## src/rtl/i2c_cr_pkg.sv

```systemverilog
package i2c_cr_pkg;
  localparam int CR_W = 7;

  typedef struct packed {
    logic srst;
    logic ack;
    logic stop;
    logic start;
    logic rd;
    logic mst;
    logic en;
  } cr_t;
endpackage

```

## src/rtl/i2c_cr_wgate.sv

```systemverilog
module i2c_cr_wgate
  import i2c_cr_pkg::*;
(
  input  cr_t  cur,
  input  logic wr_en,
  input  cr_t  wdat,
  input  logic bus_busy,
  output cr_t  sw_next
);
  logic en_ok, mst_ok, rd_ok, ack_ok;

  always_comb begin
    en_ok  = wr_en && (!bus_busy || cur.srst);
    mst_ok = wr_en && !bus_busy;
    rd_ok  = wr_en && !bus_busy && cur.mst;
    ack_ok = wr_en && !cur.srst;

    sw_next = cur;
    if (en_ok)  sw_next.en  = wdat.en;
    if (mst_ok) sw_next.mst = wdat.mst;
    if (rd_ok)  sw_next.rd  = wdat.rd;
    if (ack_ok) sw_next.ack = wdat.ack;
    if (wr_en) begin
      sw_next.srst = wdat.srst;
      if (wdat.start && wdat.stop) begin
        sw_next.start = 1'b0;
        sw_next.stop  = 1'b0;
      end else begin
        sw_next.start = wdat.start;
        sw_next.stop  = wdat.stop;
      end
    end
  end
endmodule

```

## src/rtl/i2c_cr_hwmerge.sv

```systemverilog
module i2c_cr_hwmerge
  import i2c_cr_pkg::*;
(
  input  cr_t  sw_next,
  input  logic ev_addr_match,
  input  logic ev_arb_lost,
  input  logic ev_gen_call,
  input  logic ev_rw_valid,
  input  logic ev_rw_bit,
  output cr_t  cr_next
);
  logic hw_clr;

  always_comb begin
    hw_clr  = ev_addr_match || ev_arb_lost || ev_gen_call;
    cr_next = sw_next;
    if (hw_clr) cr_next.mst = 1'b0;
    if (ev_rw_valid && !cr_next.mst) cr_next.rd = ev_rw_bit;
    if (!cr_next.en) cr_next.srst = 1'b0;
    if (!(cr_next.en && cr_next.mst)) begin
      cr_next.start = 1'b0;
      cr_next.stop  = 1'b0;
    end
  end
endmodule

```

## src/rtl/i2c_ctrl_reg.sv

```systemverilog
module i2c_ctrl_reg
  import i2c_cr_pkg::*;
#(
  parameter int REG_W = 16
) (
  input  logic             clk,
  input  logic             rst,
  input  logic             wr_en,
  input  logic [REG_W-1:0] wr_data,
  input  logic             bus_busy,
  input  logic             ev_addr_match,
  input  logic             ev_arb_lost,
  input  logic             ev_gen_call,
  input  logic             ev_rw_valid,
  input  logic             ev_rw_bit,
  output logic [REG_W-1:0] rd_data,
  output logic             ctl_en,
  output logic             ctl_master,
  output logic             ctl_read,
  output logic             ctl_start,
  output logic             ctl_stop,
  output logic             ctl_ack,
  output logic             ctl_srst
);
  localparam int PAD_W = REG_W - CR_W;

  cr_t cr_q, sw_next, cr_next, wdat;

  assign wdat = cr_t'(wr_data[CR_W-1:0]);

  i2c_cr_wgate u_wgate (
    .cur      (cr_q),
    .wr_en    (wr_en),
    .wdat     (wdat),
    .bus_busy (bus_busy),
    .sw_next  (sw_next)
  );

  i2c_cr_hwmerge u_hwmerge (
    .sw_next       (sw_next),
    .ev_addr_match (ev_addr_match),
    .ev_arb_lost   (ev_arb_lost),
    .ev_gen_call   (ev_gen_call),
    .ev_rw_valid   (ev_rw_valid),
    .ev_rw_bit     (ev_rw_bit),
    .cr_next       (cr_next)
  );

  always_ff @(posedge clk) begin
    if (rst) cr_q <= '0;
    else     cr_q <= cr_next;
  end

  generate
    if (PAD_W > 0) begin : g_pad
      assign rd_data = {{PAD_W{1'b0}}, cr_q};
    end else begin : g_nopad
      assign rd_data = cr_q[REG_W-1:0];
    end
  endgenerate

  assign ctl_en     = cr_q.en;
  assign ctl_master = cr_q.mst;
  assign ctl_read   = cr_q.rd;
  assign ctl_start  = cr_q.start;
  assign ctl_stop   = cr_q.stop;
  assign ctl_ack    = cr_q.ack;
  assign ctl_srst   = cr_q.srst;

  assert_reset_clears_R1: assert property (@(posedge clk)
    rst |=> (rd_data == '0));

  assert_start_needs_master_R3: assert property (@(posedge clk) disable iff (rst)
    (ctl_start || ctl_stop) |-> (ctl_en && ctl_master));

  assert_start_stop_excl_R4: assert property (@(posedge clk) disable iff (rst)
    !(ctl_start && ctl_stop));

  assert_srst_needs_en_R5: assert property (@(posedge clk) disable iff (rst)
    ctl_srst |-> ctl_en);

  assert_busy_no_master_set_R6: assert property (@(posedge clk) disable iff (rst)
    (wr_en && bus_busy && !ctl_master) |=> !ctl_master);

  assert_busy_en_locked_R7: assert property (@(posedge clk) disable iff (rst)
    (wr_en && bus_busy && !ctl_srst) |=> $stable(ctl_en));

  assert_ack_locked_R8: assert property (@(posedge clk) disable iff (rst)
    (wr_en && ctl_srst) |=> $stable(ctl_ack));

  assert_hw_clears_master_R9: assert property (@(posedge clk) disable iff (rst)
    (ev_addr_match || ev_arb_lost || ev_gen_call) |=> !ctl_master);

  assert_rw_loads_dir_R10: assert property (@(posedge clk) disable iff (rst)
    (ev_rw_valid && ev_addr_match) |=> (ctl_read == $past(ev_rw_bit)));
endmodule

```

## config.mk

```make
export PLATFORM = sky130hd
export DESIGN_NAME = i2c_ctrl_reg
export DESIGN_NICKNAME = d
export VERILOG_FILES = /design/src/rtl/i2c_cr_pkg.sv /design/src/rtl/i2c_cr_wgate.sv /design/src/rtl/i2c_cr_hwmerge.sv /design/src/rtl/i2c_ctrl_reg.sv
export SDC_FILE = /design/constraint.sdc
export NUM_CORES = 1
export LEC_CHECK = 0
export BUFFER_PORTS_ARGS = -buffer_cell sky130_fd_sc_hd__buf_2
export CAP_MARGIN = 20
export CORE_UTILIZATION = 25
export CTS_CLUSTER_SIZE = 16
export DETAILED_ROUTE_END_ITERATION = 10
export GPL_ROUTABILITY_DRIVEN = 1
export PLACE_DENSITY = 0.69
export RECOVER_POWER = 100
export SYNTH_ARGS = -nofsm -noshare
export SYNTH_HDL_FRONTEND = slang
export SYNTH_SLANG_ARGS = --single-unit
export TNS_END_PERCENT = 50
```

## constraint.sdc

```tcl
create_clock -name clk -period 1.5 [get_ports clk]
set_input_delay 0.15 -clock clk [delete_from_list [all_inputs] [get_ports clk]]
set_output_delay 0.15 -clock clk [all_outputs]
set_load 0.01 [all_outputs]
```

==> impl_metrics.xml, run 1 <==
<?xml version="1.0" encoding="UTF-8"?>
<metrics>
  <group name="synthesis">
    <metric name="synth-simple-area-share" unit="%">19.55</metric>
    <metric name="gate_count_of_the_mapped_netlist" unit="">50</metric>
    <metric name="syn-mean-instance-area" unit="um2">8.833</metric>
    <metric name="synth-seq-area-share" unit="%">31.73</metric>
    <metric name="synth_enable_flop_cells" unit="">0</metric>
    <metric name="synth_ff_type" unit="">sky130_fd_sc_hd__dfxtp_1</metric>
    <metric name="synth_top_area_share" unit="%">31.73</metric>
    <metric name="synth-adder-area-share" unit="%">0</metric>
    <metric name="synth_compound_gate_area_share" unit="%">10.48</metric>
    <metric name="synthMuxAreaShare" unit="%">9.348</metric>
    <metric name="synth_top_family_by_area" unit="">buffers and inverters</metric>
    <metric name="synth_xor_xnor_area_share" unit="%">0</metric>
    <metric name="synth-warning-count" unit="">0</metric>
    <metric name="netlist_top_cells_count" unit="">sky130_fd_sc_hd__buf_4 (16), sky130_fd_sc_hd__dfxtp_1 (7), sky130_fd_sc_hd__nor2b_1 (4)</metric>
    <metric name="synthDistinctLibCells" unit="">18</metric>
    <metric name="yosysMostFrequentCell" unit="">sky130_fd_sc_hd__buf_4</metric>
    <metric name="synth-async-reset-ratio" unit="%">0</metric>
    <metric name="synth_area_leaders" unit="">sky130_fd_sc_hd__dfxtp_1 (32%), sky130_fd_sc_hd__buf_4 (27%), sky130_fd_sc_hd__mux2i_1 (6.8%)</metric>
    <metric name="netlist_area" unit="um2">441.7</metric>
    <metric name="ys_seq_elements" unit="">7</metric>
    <metric name="yosys.area.top_type" unit="">sky130_fd_sc_hd__dfxtp_1</metric>
  </group>
  <group name="global_route">
    <metric name="grt_pass1_wl" unit="um">1393</metric>
    <metric name="first_global_vias" unit="">326</metric>
    <metric name="antenna_found_initial" unit="">0</metric>
    <metric name="grt_util_all_layers" unit="%">10.31</metric>
    <metric name="globalRoute.totalOverflow" unit="">0</metric>
    <metric name="maximum_number_of_pins_on_one_net_before_global_route_repair" unit="">8</metric>
  </group>
  <group name="floorplan">
    <metric name="top_level_ports" unit="">48</metric>
    <metric name="core_region_area" unit="um2">1577</metric>
    <metric name="start_util" unit="%">28.02</metric>
    <metric name="die_height" unit="um">44.03</metric>
    <metric name="fp-row-count" unit="">14</metric>
    <metric name="die_area" unit="um2">1939</metric>
    <metric name="die_width" unit="um">44.03</metric>
  </group>
  <group name="timing">
    <metric name="clock_skew" unit="ns">0.005812</metric>
    <metric name="finalCritPeriodShare" unit="%">83.50</metric>
    <metric name="rsz0062_at_grt" unit="">no</metric>
    <metric name="report.final.slew_viol_count" unit="">0</metric>
    <metric name="final_count_of_hold_timing_violations" unit="">0</metric>
    <metric name="final-setup-viol-count" unit="">0</metric>
    <metric name="period_needed" unit="ns">1.253</metric>
    <metric name="timing.fmax" unit="MHz">798.4</metric>
    <metric name="sum_of_negative_setup_slack" unit="ns">0</metric>
  </group>
  <group name="run_status">
    <metric name="failed_checks" unit="">design-rule violations</metric>
    <metric name="run_status" unit="">finished with violations</metric>
  </group>
  <group name="clock_network">
    <metric name="cts_resized" unit="">0</metric>
    <metric name="ctsHoldBuffers" unit="">0</metric>
    <metric name="insertion_delay" unit="ns">0.26</metric>
    <metric name="path_clk_slew" unit="ns">0.06</metric>
    <metric name="cts_tree" unit="">done</metric>
    <metric name="cts_max_path_buffers" unit="">2</metric>
    <metric name="cts.sinks" unit="">7</metric>
    <metric name="cts_buffers" unit="">3</metric>
    <metric name="post_cts.repair.setup_buffers" unit="">0</metric>
    <metric name="clockRootBuffer" unit="">sky130_fd_sc_hd__clkbuf_4</metric>
    <metric name="htree_levels" unit="">1</metric>
  </group>
  <group name="routing">
    <metric name="via_count" unit="">388</metric>
    <metric name="finalWirelength" unit="um">897</metric>
    <metric name="drt_first_pass_iters" unit="">9</metric>
    <metric name="drt_first_iter_violations" unit="">10</metric>
    <metric name="routed_wire_length_per_instance" unit="um">9.857</metric>
    <metric name="viasPerCell" unit="">4.264</metric>
    <metric name="antenna_violating_nets_post_route" unit="">0</metric>
    <metric name="drcViolationCount" unit="">3</metric>
  </group>
  <group name="worst_setup_path">
    <metric name="critical-path-slowest-cell" unit="">sky130_fd_sc_hd__mux2_2</metric>
    <metric name="critPathKind" unit="">flip-flop to flip-flop</metric>
    <metric name="crit_chain" unit="">mux2i_1, o41ai_1, mux2_2</metric>
    <metric name="r2r.worst_path.cells" unit="">3</metric>
    <metric name="timing.critical_path.fanout_max" unit="">4</metric>
    <metric name="timing.critical_path.to_type" unit="">flip-flop</metric>
    <metric name="reg2reg_from" unit="">ctl_master$_SDFF_PP0_</metric>
    <metric name="critical_path.top_delay_family" unit="">multiplexers</metric>
    <metric name="kind_of_start_point_of_the_critical_path" unit="">flip-flop</metric>
    <metric name="timing.rr.end" unit="">ctl_read$_SDFFE_PP0P_</metric>
    <metric name="reg2reg_slack" unit="ns">0.25</metric>
    <metric name="max_stage_delay" unit="ns">0.37</metric>
    <metric name="crit_cells" unit="">3</metric>
    <metric name="critPathRequiredTime" unit="ns">1.64</metric>
    <metric name="path_buf_inv" unit="">0</metric>
    <metric name="worst_ep_arrival_time" unit="ns">1.39</metric>
  </group>
  <group name="min_path">
    <metric name="worst_hold_path.endpoint" unit="">ctl_ack$_SDFFE_PP0P_</metric>
    <metric name="min-delay-path-class" unit="">input pin to flip-flop</metric>
    <metric name="worst_min_delay_path_startpoint" unit="">rst</metric>
    <metric name="hold_path_depth" unit="">2</metric>
  </group>
  <group name="pwr">
    <metric name="p_leak" unit="nW">0.2570</metric>
    <metric name="finalPower" unit="W">0.0004420</metric>
    <metric name="power.density_cell_area" unit="nW/um2">839.2</metric>
    <metric name="irDropWorstVdd" unit="mV">0.2595</metric>
  </group>
  <group name="placement">
    <metric name="routabilityCongestion" unit="">0.6680</metric>
    <metric name="io_buffers" unit="">29</metric>
    <metric name="place_hpwl" unit="um">707.9</metric>
    <metric name="postPlaceCellArea" unit="um2">516.7</metric>
  </group>
  <group name="finish">
    <metric name="finalInstanceArea" unit="um2">526.8</metric>
    <metric name="num-fill-cells" unit="">185</metric>
    <metric name="area.growth.synth_to_final" unit="%">19.26</metric>
    <metric name="drive_gt1_share" unit="%">28.00</metric>
    <metric name="post-route-util" unit="%">33.41</metric>
    <metric name="number_of_antenna_cells_inserted" unit="">0</metric>
    <metric name="design.final.nets" unit="">101</metric>
  </group>
  <group name="flow_run">
    <metric name="maxCapViolCount" unit="">0</metric>
  </group>
</metrics>
-- sequential cells by signal, indices dropped and copies added, names as in the netlist --
name	count
ctl_ack	1
ctl_master	1
ctl_read	1
ctl_en	1
ctl_stop	1
ctl_srst	1
ctl_start	1
-- logic make-up (layout without fill, tap and decap cells) --
kind of cell	Yosys count	after routing
flip-flops	7	7
buffers and inverters	17	34
multiplexers	4	4
AND/OR/NAND/NOR	14	14
other	1	9
AO/OA/AOI/OAI	7	7
-- cell type report --
cell class	count	area, um2	area share, %
clock inverter	1	5.005	0.9501
tap	16	20.02	3.800
sequential	7	140.1	26.60
clock buffer	3	22.52	4.276
multi-input combinational	34	207.7	39.43
inverter	1	3.754	0.7126
timing repair buffer	29	127.6	24.23
-- metrics by stage --
stage	instances	hold slack, ns	worst slack [ns]
3_3_place_gp	87	0.3827	0.1669
6_report	91	0.1272	0.2474
4_1_cts	91	0.1162	0.2291
2_1_floorplan	58	0.2191	0.2712
5_1_grt	91	0.1303	0.09581
3_5_place_dp	87	0.3905	0.1550
-- metal layers --
metal | up-vias | global-route usage [%] | share of wire [%]
met5 | - | 0 | 0
met2 | 30 | 15.00 | 41
met1 | 160 | 11.81 | 47
li1 | 198 | - | -
met4 | 0 | 5.455 | 0
met3 | 0 | 6.122 | 12
-- worst reg2reg max path: stages (launching register included) --
cell                      delay (ns)
sky130_fd_sc_hd__dfxtp_1        0.36
sky130_fd_sc_hd__mux2i_1        0.12
sky130_fd_sc_hd__o41ai_1        0.29
sky130_fd_sc_hd__mux2_2         0.37
-- cell usage in the layout (no fill, tap or decap), drive strengths merged, types with 2 or more instances in the layout --
cell type | synthesis | layout
clkbuf | 0 | 17
buf | 16 | 15
conb | 1 | 9
dfxtp | 7 | 7
nor2b | 4 | 4
nand3b | 3 | 3
mux2i | 3 | 3
o21ai | 2 | 2
a21oi | 2 | 2
and3 | 2 | 2
nor2 | 2 | 2
-- how the worst max path moves through the flow --
| stage | from | to |
|---|---|---|
| 4_1_cts | ctl_master$_SDFF_PP0_ | ctl_read$_SDFFE_PP0P_ |
| 6_report | ctl_master$_SDFF_PP0_ | ctl_read$_SDFFE_PP0P_ |
| 3_3_place_gp | bus_busy | ctl_read$_SDFFE_PP0P_ |
| 3_5_place_dp | bus_busy | ctl_read$_SDFFE_PP0P_ |
| 2_1_floorplan | ctl_master$_SDFF_PP0_ | ctl_read$_SDFFE_PP0P_ |
| 5_1_grt | ctl_master$_SDFF_PP0_ | ctl_read$_SDFFE_PP0P_ |
-- power breakdown --
part | internal, W | switching (W) | total (W) | leakage [nW]
clock network | 0.0000978 | 0.0000777 | 0.000176 | 0.0177
registers | 0.000191 | 0.00000414 | 0.000195 | 0.0569
logic | 0.0000306 | 0.0000406 | 0.0000712 | 0.182
No activity file was read; power rests on OpenSTA's default activity.
==> inputs of run 2 (changes only) <==
Settings changed: ABC_AREA set to 1, PLACE_DENSITY 0.69 to 0.67.
Clock period 1.5 ns to 1 ns, I/O delays scaled along.
==> impl_metrics.xml, run 2 <==
<?xml version="1.0" encoding="UTF-8"?>
<metrics>
  <group name="placement">
    <metric name="postPlaceCellArea" unit="um2">613.1</metric>
    <metric name="io_buffers" unit="">29</metric>
    <metric name="routabilityCongestion" unit="">0.7158</metric>
    <metric name="place_hpwl" unit="um">798.8</metric>
    <metric name="dp_slack" unit="ns">0.005618</metric>
  </group>
  <group name="clock_network">
    <metric name="cts_buffers" unit="">3</metric>
    <metric name="cts.sinks" unit="">7</metric>
    <metric name="path_clk_slew" unit="ns">0.05</metric>
    <metric name="cts_tree" unit="">done</metric>
    <metric name="post_cts.repair.setup_buffers" unit="">0</metric>
    <metric name="insertion_delay" unit="ns">0.25</metric>
    <metric name="clockRootBuffer" unit="">sky130_fd_sc_hd__clkbuf_4</metric>
    <metric name="htree_levels" unit="">1</metric>
    <metric name="cts_max_path_buffers" unit="">2</metric>
  </group>
  <group name="pwr">
    <metric name="switching_share" unit="%">28.60</metric>
    <metric name="p_leak" unit="nW">0.3010</metric>
    <metric name="irDropWorstVdd" unit="mV">0.3796</metric>
    <metric name="power.share.clock" unit="%">35.9</metric>
    <metric name="power.density_cell_area" unit="nW/um2">1121</metric>
    <metric name="internal_power" unit="W">0.0005018</metric>
    <metric name="comb_power_share" unit="%">21.9</metric>
    <metric name="power.sequential.fraction" unit="%">42.2</metric>
    <metric name="finalPower" unit="W">0.0007029</metric>
    <metric name="total_switching_power" unit="W">0.0002010</metric>
  </group>
  <group name="synthesis">
    <metric name="ys_seq_elements" unit="">7</metric>
    <metric name="synthDistinctLibCells" unit="">23</metric>
    <metric name="synth-adder-area-share" unit="%">0</metric>
    <metric name="synth_enable_flop_cells" unit="">0</metric>
    <metric name="netlist_top_cells_count" unit="">sky130_fd_sc_hd__buf_4 (16), sky130_fd_sc_hd__dfxtp_1 (7), sky130_fd_sc_hd__nor2_1 (6)</metric>
    <metric name="gate_count_of_the_mapped_netlist" unit="">66</metric>
    <metric name="synth-async-reset-ratio" unit="%">0</metric>
    <metric name="synth_xor_xnor_area_share" unit="%">0</metric>
    <metric name="synth_area_leaders" unit="">sky130_fd_sc_hd__dfxtp_1 (27%), sky130_fd_sc_hd__buf_4 (23%), sky130_fd_sc_hd__nand2_4 (4.3%)</metric>
    <metric name="synth-simple-area-share" unit="%">31.12</metric>
    <metric name="syn-mean-instance-area" unit="um2">7.981</metric>
    <metric name="synth-seq-area-share" unit="%">26.60</metric>
    <metric name="synth_top_area_share" unit="%">26.60</metric>
    <metric name="synth-warning-count" unit="">0</metric>
    <metric name="synthMuxAreaShare" unit="%">0</metric>
    <metric name="yosysMostFrequentCell" unit="">sky130_fd_sc_hd__buf_4</metric>
    <metric name="yosys.area.top_type" unit="">sky130_fd_sc_hd__dfxtp_1</metric>
    <metric name="synth_ff_type" unit="">sky130_fd_sc_hd__dfxtp_1</metric>
    <metric name="synth_compound_gate_area_share" unit="%">11.88</metric>
    <metric name="netlist_area" unit="um2">526.8</metric>
    <metric name="synth_top_family_by_area" unit="">simple AND/OR/NAND/NOR gates</metric>
  </group>
  <group name="finish">
    <metric name="final_cell_mix" unit="">sky130_fd_sc_hd__buf_2 (17), sky130_fd_sc_hd__clkbuf_1 (13), sky130_fd_sc_hd__conb_1 (9), sky130_fd_sc_hd__nor2_1 (6), sky130_fd_sc_hd__dfxtp_1 (6)</metric>
    <metric name="layout.cells.most_common" unit="">sky130_fd_sc_hd__buf_2</metric>
    <metric name="area.growth.synth_to_final" unit="%">19.00</metric>
    <metric name="finalInstanceArea" unit="um2">626.9</metric>
    <metric name="num-fill-cells" unit="">234</metric>
    <metric name="drive_gt1_share" unit="%">41.76</metric>
    <metric name="number_of_antenna_cells_inserted" unit="">0</metric>
    <metric name="design.final.nets" unit="">117</metric>
  </group>
  <group name="timing">
    <metric name="rsz0062_at_grt" unit="">yes</metric>
    <metric name="final_count_of_hold_timing_violations" unit="">0</metric>
    <metric name="clock_skew" unit="ns">0.003434</metric>
    <metric name="report.final.slew_viol_count" unit="">0</metric>
    <metric name="finalCritPeriodShare" unit="%">95.21</metric>
    <metric name="timing.final.ws_setup" unit="ns">0.04794</metric>
    <metric name="timing.fmax" unit="MHz">1050</metric>
    <metric name="period_needed" unit="ns">0.9521</metric>
    <metric name="final-setup-viol-count" unit="">0</metric>
  </group>
  <group name="routing">
    <metric name="drcViolationCount" unit="">0</metric>
    <metric name="antenna_violating_nets_post_route" unit="">0</metric>
    <metric name="viasPerCell" unit="">3.805</metric>
    <metric name="drt_first_iter_violations" unit="">3</metric>
    <metric name="drt_first_pass_iters" unit="">4</metric>
    <metric name="via_count" unit="">449</metric>
    <metric name="routed_wire_length_per_instance" unit="um">8.102</metric>
    <metric name="finalWirelength" unit="um">956</metric>
  </group>
  <group name="worst_setup_path">
    <metric name="r2r.worst_path.cells" unit="">7</metric>
    <metric name="timing.rr.end" unit="">ctl_read$_SDFFE_PP0P_</metric>
    <metric name="crit_cells" unit="">7</metric>
    <metric name="critical-path-slowest-cell" unit="">sky130_fd_sc_hd__dfxtp_1</metric>
    <metric name="crit_chain" unit="">nand2_2, nand2_4, nand2_4, nand3_1, nand2_1, nor2_1, nor2_2</metric>
    <metric name="timing.critical_path.fanout_max" unit="">4</metric>
    <metric name="path_buf_inv" unit="">0</metric>
    <metric name="timing.critical_path.to" unit="">ctl_read$_SDFFE_PP0P_</metric>
    <metric name="reg2reg_from" unit="">ctl_master$_SDFF_PP0_</metric>
    <metric name="worst_ep_arrival_time" unit="ns">1.10</metric>
    <metric name="critical_path.startpoint" unit="">ctl_master$_SDFF_PP0_</metric>
    <metric name="kind_of_start_point_of_the_critical_path" unit="">flip-flop</metric>
    <metric name="timing.critical_path.to_type" unit="">flip-flop</metric>
    <metric name="max_stage_delay" unit="ns">0.38</metric>
    <metric name="critPathKind" unit="">flip-flop to flip-flop</metric>
    <metric name="critical_path.top_delay_family" unit="">simple AND/OR/NAND/NOR gates</metric>
    <metric name="reg2reg_slack" unit="ns">0.05</metric>
    <metric name="critical-path-top-cell-by-count" unit="">sky130_fd_sc_hd__nand2_4</metric>
    <metric name="critPathRequiredTime" unit="ns">1.15</metric>
  </group>
  <group name="floorplan">
    <metric name="die_height" unit="um">47.90</metric>
    <metric name="die_width" unit="um">47.90</metric>
    <metric name="top_level_ports" unit="">48</metric>
    <metric name="die_area" unit="um2">2294</metric>
    <metric name="core_region_area" unit="um2">1962</metric>
    <metric name="start_util" unit="%">26.85</metric>
    <metric name="fp-row-count" unit="">16</metric>
  </group>
  <group name="global_route">
    <metric name="antenna_found_initial" unit="">0</metric>
    <metric name="first_global_vias" unit="">351</metric>
    <metric name="globalRoute.totalOverflow" unit="">0</metric>
    <metric name="grt_pass1_wl" unit="um">1400</metric>
    <metric name="grt_util_all_layers" unit="%">9.370</metric>
    <metric name="maximum_number_of_pins_on_one_net_before_global_route_repair" unit="">11</metric>
  </group>
  <group name="min_path">
    <metric name="min-delay-path-class" unit="">input pin to flip-flop</metric>
    <metric name="worst_min_delay_path_startpoint" unit="">rst</metric>
  </group>
  <group name="run_status">
    <metric name="run_status" unit="">finished clean</metric>
  </group>
  <group name="flow_run">
    <metric name="maxCapViolCount" unit="">0</metric>
  </group>
</metrics>
## run 2: changes by cell type after synthesis, sizes merged, moves of 3 or more
| cell | before | now |
|---|---|---|
| nor2 | 2 | 8 |
| nor2b | 4 | 0 |
| inv | 1 | 6 |
| mux2i | 3 | 0 |
| nand3 | 0 | 5 |
| nand2 | 1 | 10 |
## run 2: through the flow
step | hold WS, ns | utilization, % | cells | setup TNS, ns
after global placement | 0.3616 | 31.25 | 114 | 0
final | 0.1078 | 31.95 | 118 | 0
after CTS | 0.1009 | 32.59 | 118 | 0
after floorplan | 0.1691 | - | 74 | 0
after global routing | 0.1043 | 31.95 | 118 | -0.1438
after detailed placement | 0.3698 | 31.25 | 114 | 0
## run 2: layout make-up
class	instances	area [um2]	area share [%]
Timing Repair Buffer	30	137.6	21.96
Inverter	6	25.02	3.992
Tap cell	27	33.78	5.389
Clock buffer	4	26.28	4.192
Multi-Input combinational cell	44	262.8	41.92
Sequential cell	7	141.4	22.55
## run 2: what timing repair did
item                       CTS  global route
resized for setup            0             3
setup endpoints to repair    0             3
hold buffers                 0             0
## run 2: worst min path at each step
| stage | end | cells past startpoint | slack [ns] |
|---|---|---|---|
| 5_1_grt | ctl_master$_SDFF_PP0_ | 2 | 0.10 |
| 4_1_cts | ctl_master$_SDFF_PP0_ | 2 | 0.10 |
| 3_3_place_gp | ctl_ack$_SDFFE_PP0P_ | 2 | 0.36 |
| 3_5_place_dp | ctl_en$_SDFF_PP0_ | 2 | 0.37 |
| 2_1_floorplan | ctl_ack$_SDFFE_PP0P_ | 1 | 0.17 |
| 6_report | ctl_master$_SDFF_PP0_ | 2 | 0.11 |
## run 2: logic make-up (layout without fill, tap and decap cells)
family                 count (synthesis)  count (layout)
buffers and inverters                 23              40
and+or+nand+nor                       26              26
AOI/OAI and AO/OA                      9               9
other                                  1               9
DFF                                    7               7
## run 2: power by group through the flow
| stage | sequential [W] | clock [W] | combinational [W] |
|---|---|---|---|
| 2_1_floorplan | 0.000307 | 0 | 0.000128 |
| 3_3_place_gp | 0.000302 | 0 | 0.000154 |
| 3_5_place_dp | 0.000302 | 0 | 0.000157 |
| 4_1_cts | 0.000297 | 0.000266 | 0.000158 |
| 5_1_grt | 0.000298 | 0.000283 | 0.000174 |
| 6_report | 0.000297 | 0.000252 | 0.000154 |
## run 2: layer usage
layer | wire, um | GRT usage [%] | share of wire [%]
met1 | 391 | 9.172 | 41
met2 | 458 | 14.86 | 48
met3 | 98 | 5.283 | 10
met4 | 7 | 6.667 | 0.73
met5 | 0 | 0 | 0
==> inputs of run 3 (changes only) <==
Settings changed: PLACE_DENSITY 0.67 to 0.65.
Clock period 1 ns to 1.2 ns, I/O delays scaled along.
==> impl_metrics.xml, run 3 (synthesis gave the netlist of run 2 again) <==
<?xml version="1.0" encoding="UTF-8"?>
<metrics>
  <group name="clock_network">
    <metric name="cts_max_path_buffers" unit="">2</metric>
    <metric name="clockRootBuffer" unit="">sky130_fd_sc_hd__clkbuf_4</metric>
    <metric name="cts_tree" unit="">done</metric>
    <metric name="ctsHoldBuffers" unit="">0</metric>
    <metric name="post_cts.repair.setup_buffers" unit="">0</metric>
    <metric name="cts.sinks" unit="">7</metric>
    <metric name="cts_buffers" unit="">3</metric>
    <metric name="cts_resized" unit="">0</metric>
    <metric name="path_clk_slew" unit="ns">0.05</metric>
    <metric name="insertion_delay" unit="ns">0.25</metric>
    <metric name="htree_levels" unit="">1</metric>
  </group>
  <group name="pwr">
    <metric name="power.density_cell_area" unit="nW/um2">959.1</metric>
    <metric name="p_leak" unit="nW">0.2855</metric>
    <metric name="finalPower" unit="W">0.0005736</metric>
    <metric name="irDropWorstVdd" unit="mV">0.2519</metric>
  </group>
  <group name="worst_setup_path">
    <metric name="reg2reg_slack" unit="ns">0.16</metric>
    <metric name="reg2reg_from" unit="">ctl_srst$_SDFFE_PP0P_</metric>
    <metric name="timing.critical_path.to_type" unit="">flip-flop</metric>
    <metric name="critPathRequiredTime" unit="ns">1.34</metric>
    <metric name="r2r.worst_path.cells" unit="">7</metric>
    <metric name="kind_of_start_point_of_the_critical_path" unit="">flip-flop</metric>
    <metric name="critPathKind" unit="">flip-flop to flip-flop</metric>
    <metric name="timing.critical_path.fanout_max" unit="">4</metric>
    <metric name="worst_ep_arrival_time" unit="ns">1.18</metric>
    <metric name="timing.rr.end" unit="">ctl_start$_SDFFE_PP0P_</metric>
  </group>
  <group name="routing">
    <metric name="drt_first_iter_violations" unit="">2</metric>
    <metric name="viasPerCell" unit="">3.803</metric>
    <metric name="drcViolationCount" unit="">0</metric>
    <metric name="drt_first_pass_iters" unit="">2</metric>
    <metric name="finalWirelength" unit="um">883</metric>
    <metric name="via_count" unit="">445</metric>
    <metric name="routed_wire_length_per_instance" unit="um">7.547</metric>
    <metric name="antenna_violating_nets_post_route" unit="">0</metric>
  </group>
  <group name="floorplan">
    <metric name="fp-row-count" unit="">16</metric>
    <metric name="core_region_area" unit="um2">1962</metric>
    <metric name="top_level_ports" unit="">48</metric>
    <metric name="die_area" unit="um2">2294</metric>
    <metric name="die_height" unit="um">47.90</metric>
    <metric name="start_util" unit="%">26.85</metric>
    <metric name="die_width" unit="um">47.90</metric>
  </group>
  <group name="timing">
    <metric name="sum_of_negative_setup_slack" unit="ns">0</metric>
    <metric name="timing.fmax" unit="MHz">962.8</metric>
    <metric name="report.final.slew_viol_count" unit="">0</metric>
    <metric name="holdWs" unit="ns">0.1191</metric>
    <metric name="final-setup-viol-count" unit="">0</metric>
    <metric name="period_needed" unit="ns">1.039</metric>
    <metric name="final_count_of_hold_timing_violations" unit="">0</metric>
    <metric name="clock_skew" unit="ns">0.001400</metric>
    <metric name="finalCritPeriodShare" unit="%">86.55</metric>
    <metric name="rsz0062_at_grt" unit="">no</metric>
  </group>
  <group name="finish">
    <metric name="drive_gt1_share" unit="%">32.22</metric>
    <metric name="final_cell_mix" unit="">sky130_fd_sc_hd__clkbuf_1 (15), sky130_fd_sc_hd__buf_2 (15), sky130_fd_sc_hd__conb_1 (9), sky130_fd_sc_hd__nand2_1 (7), sky130_fd_sc_hd__dfxtp_1 (7)</metric>
    <metric name="area.growth.synth_to_final" unit="%">13.54</metric>
    <metric name="finalInstanceArea" unit="um2">598.1</metric>
    <metric name="num-fill-cells" unit="">242</metric>
    <metric name="number_of_antenna_cells_inserted" unit="">0</metric>
    <metric name="design.final.nets" unit="">116</metric>
  </group>
  <group name="run_status">
    <metric name="run_status" unit="">finished clean</metric>
  </group>
  <group name="global_route">
    <metric name="grt_util_all_layers" unit="%">7.373</metric>
    <metric name="globalRoute.totalOverflow" unit="">0</metric>
    <metric name="first_global_vias" unit="">317</metric>
    <metric name="grt_pass1_wl" unit="um">1117</metric>
    <metric name="maximum_number_of_pins_on_one_net_before_global_route_repair" unit="">11</metric>
    <metric name="antenna_found_initial" unit="">0</metric>
  </group>
  <group name="min_path">
    <metric name="hold_path_depth" unit="">2</metric>
    <metric name="worst_hold_path.endpoint" unit="">ctl_en$_SDFF_PP0_</metric>
    <metric name="worst_min_delay_path_startpoint" unit="">rst</metric>
    <metric name="min-delay-path-class" unit="">input pin to flip-flop</metric>
  </group>
  <group name="placement">
    <metric name="routabilityCongestion" unit="">0.5843</metric>
    <metric name="postPlaceCellArea" unit="um2">604.3</metric>
    <metric name="place_hpwl" unit="um">773</metric>
    <metric name="io_buffers" unit="">29</metric>
  </group>
  <group name="flow_run">
    <metric name="maxCapViolCount" unit="">0</metric>
  </group>
</metrics>
## run 3: changes by cell type in the layout (fill, tap and decap cells not counted), sizes merged
cell | before | now
buf | 18 | 15
clkbuf | 16 | 18
## run 3: stage by stage
step                util, %  std cells  setup WS [ns]
floorplan                 -         74         0.1740
global placement      30.80        113         0.2012
detailed placement    30.80        113         0.1673
CTS                   32.14        117         0.1712
global route          30.48        117        0.04241
finish                30.48        117         0.1614
## run 3: worst max-delay path: stages (launching register included)
cell and delay, ns:
sky130_fd_sc_hd__dfxtp_1 0.36, sky130_fd_sc_hd__inv_1 0.10, sky130_fd_sc_hd__a21oi_4 0.14, sky130_fd_sc_hd__nand2_1 0.08, sky130_fd_sc_hd__o21ai_2 0.09, sky130_fd_sc_hd__nor2_4 0.04, sky130_fd_sc_hd__nand3_1 0.08, sky130_fd_sc_hd__nor2_1 0.04
## run 3: worst max path at each step
stage / end / slack [ns] / from
detailed placement: ctl_read$_SDFFE_PP0P_ / 0.17 / wr_en
global route: ctl_start$_SDFFE_PP0P_ / 0.04 / ctl_srst$_SDFFE_PP0P_
floorplan: ctl_start$_SDFFE_PP0P_ / 0.17 / ctl_srst$_SDFFE_PP0P_
global placement: ctl_start$_SDFFE_PP0P_ / 0.20 / ctl_srst$_SDFFE_PP0P_
CTS: ctl_stop$_SDFFE_PP0P_ / 0.17 / ctl_srst$_SDFFE_PP0P_
finish: ctl_start$_SDFFE_PP0P_ / 0.16 / ctl_srst$_SDFFE_PP0P_
## run 3: power breakdown
| group | switching, W | total (W) | internal [W] |
|---|---|---|---|
| clock | 0.0000799 | 0.000206 | 0.000126 |
| combinational | 0.0000736 | 0.000120 | 0.0000463 |
| sequential | 0.00000601 | 0.000247 | 0.000241 |
## run 3: cell type report
cell class | count | area, um2 | share of cell area, %
Clock buffer | 4 | 26.28 | 4.393
Timing Repair Buffer | 29 | 127.6 | 21.34
Multi-Input combinational cell | 44 | 245.2 | 41.00
Sequential cell | 7 | 140.1 | 23.43
Tap cell | 27 | 33.78 | 5.649
Inverter | 6 | 25.02 | 4.184
## run 3: layer usage
metal | global-route usage (%) | vias up | wire, um
met1 | 7.383 | 182 | 375
li1 | - | 236 | -
met2 | 12.43 | 25 | 403
met3 | 1.887 | 2 | 97
met5 | 0 | - | 0
met4 | 6.667 | 0 | 6
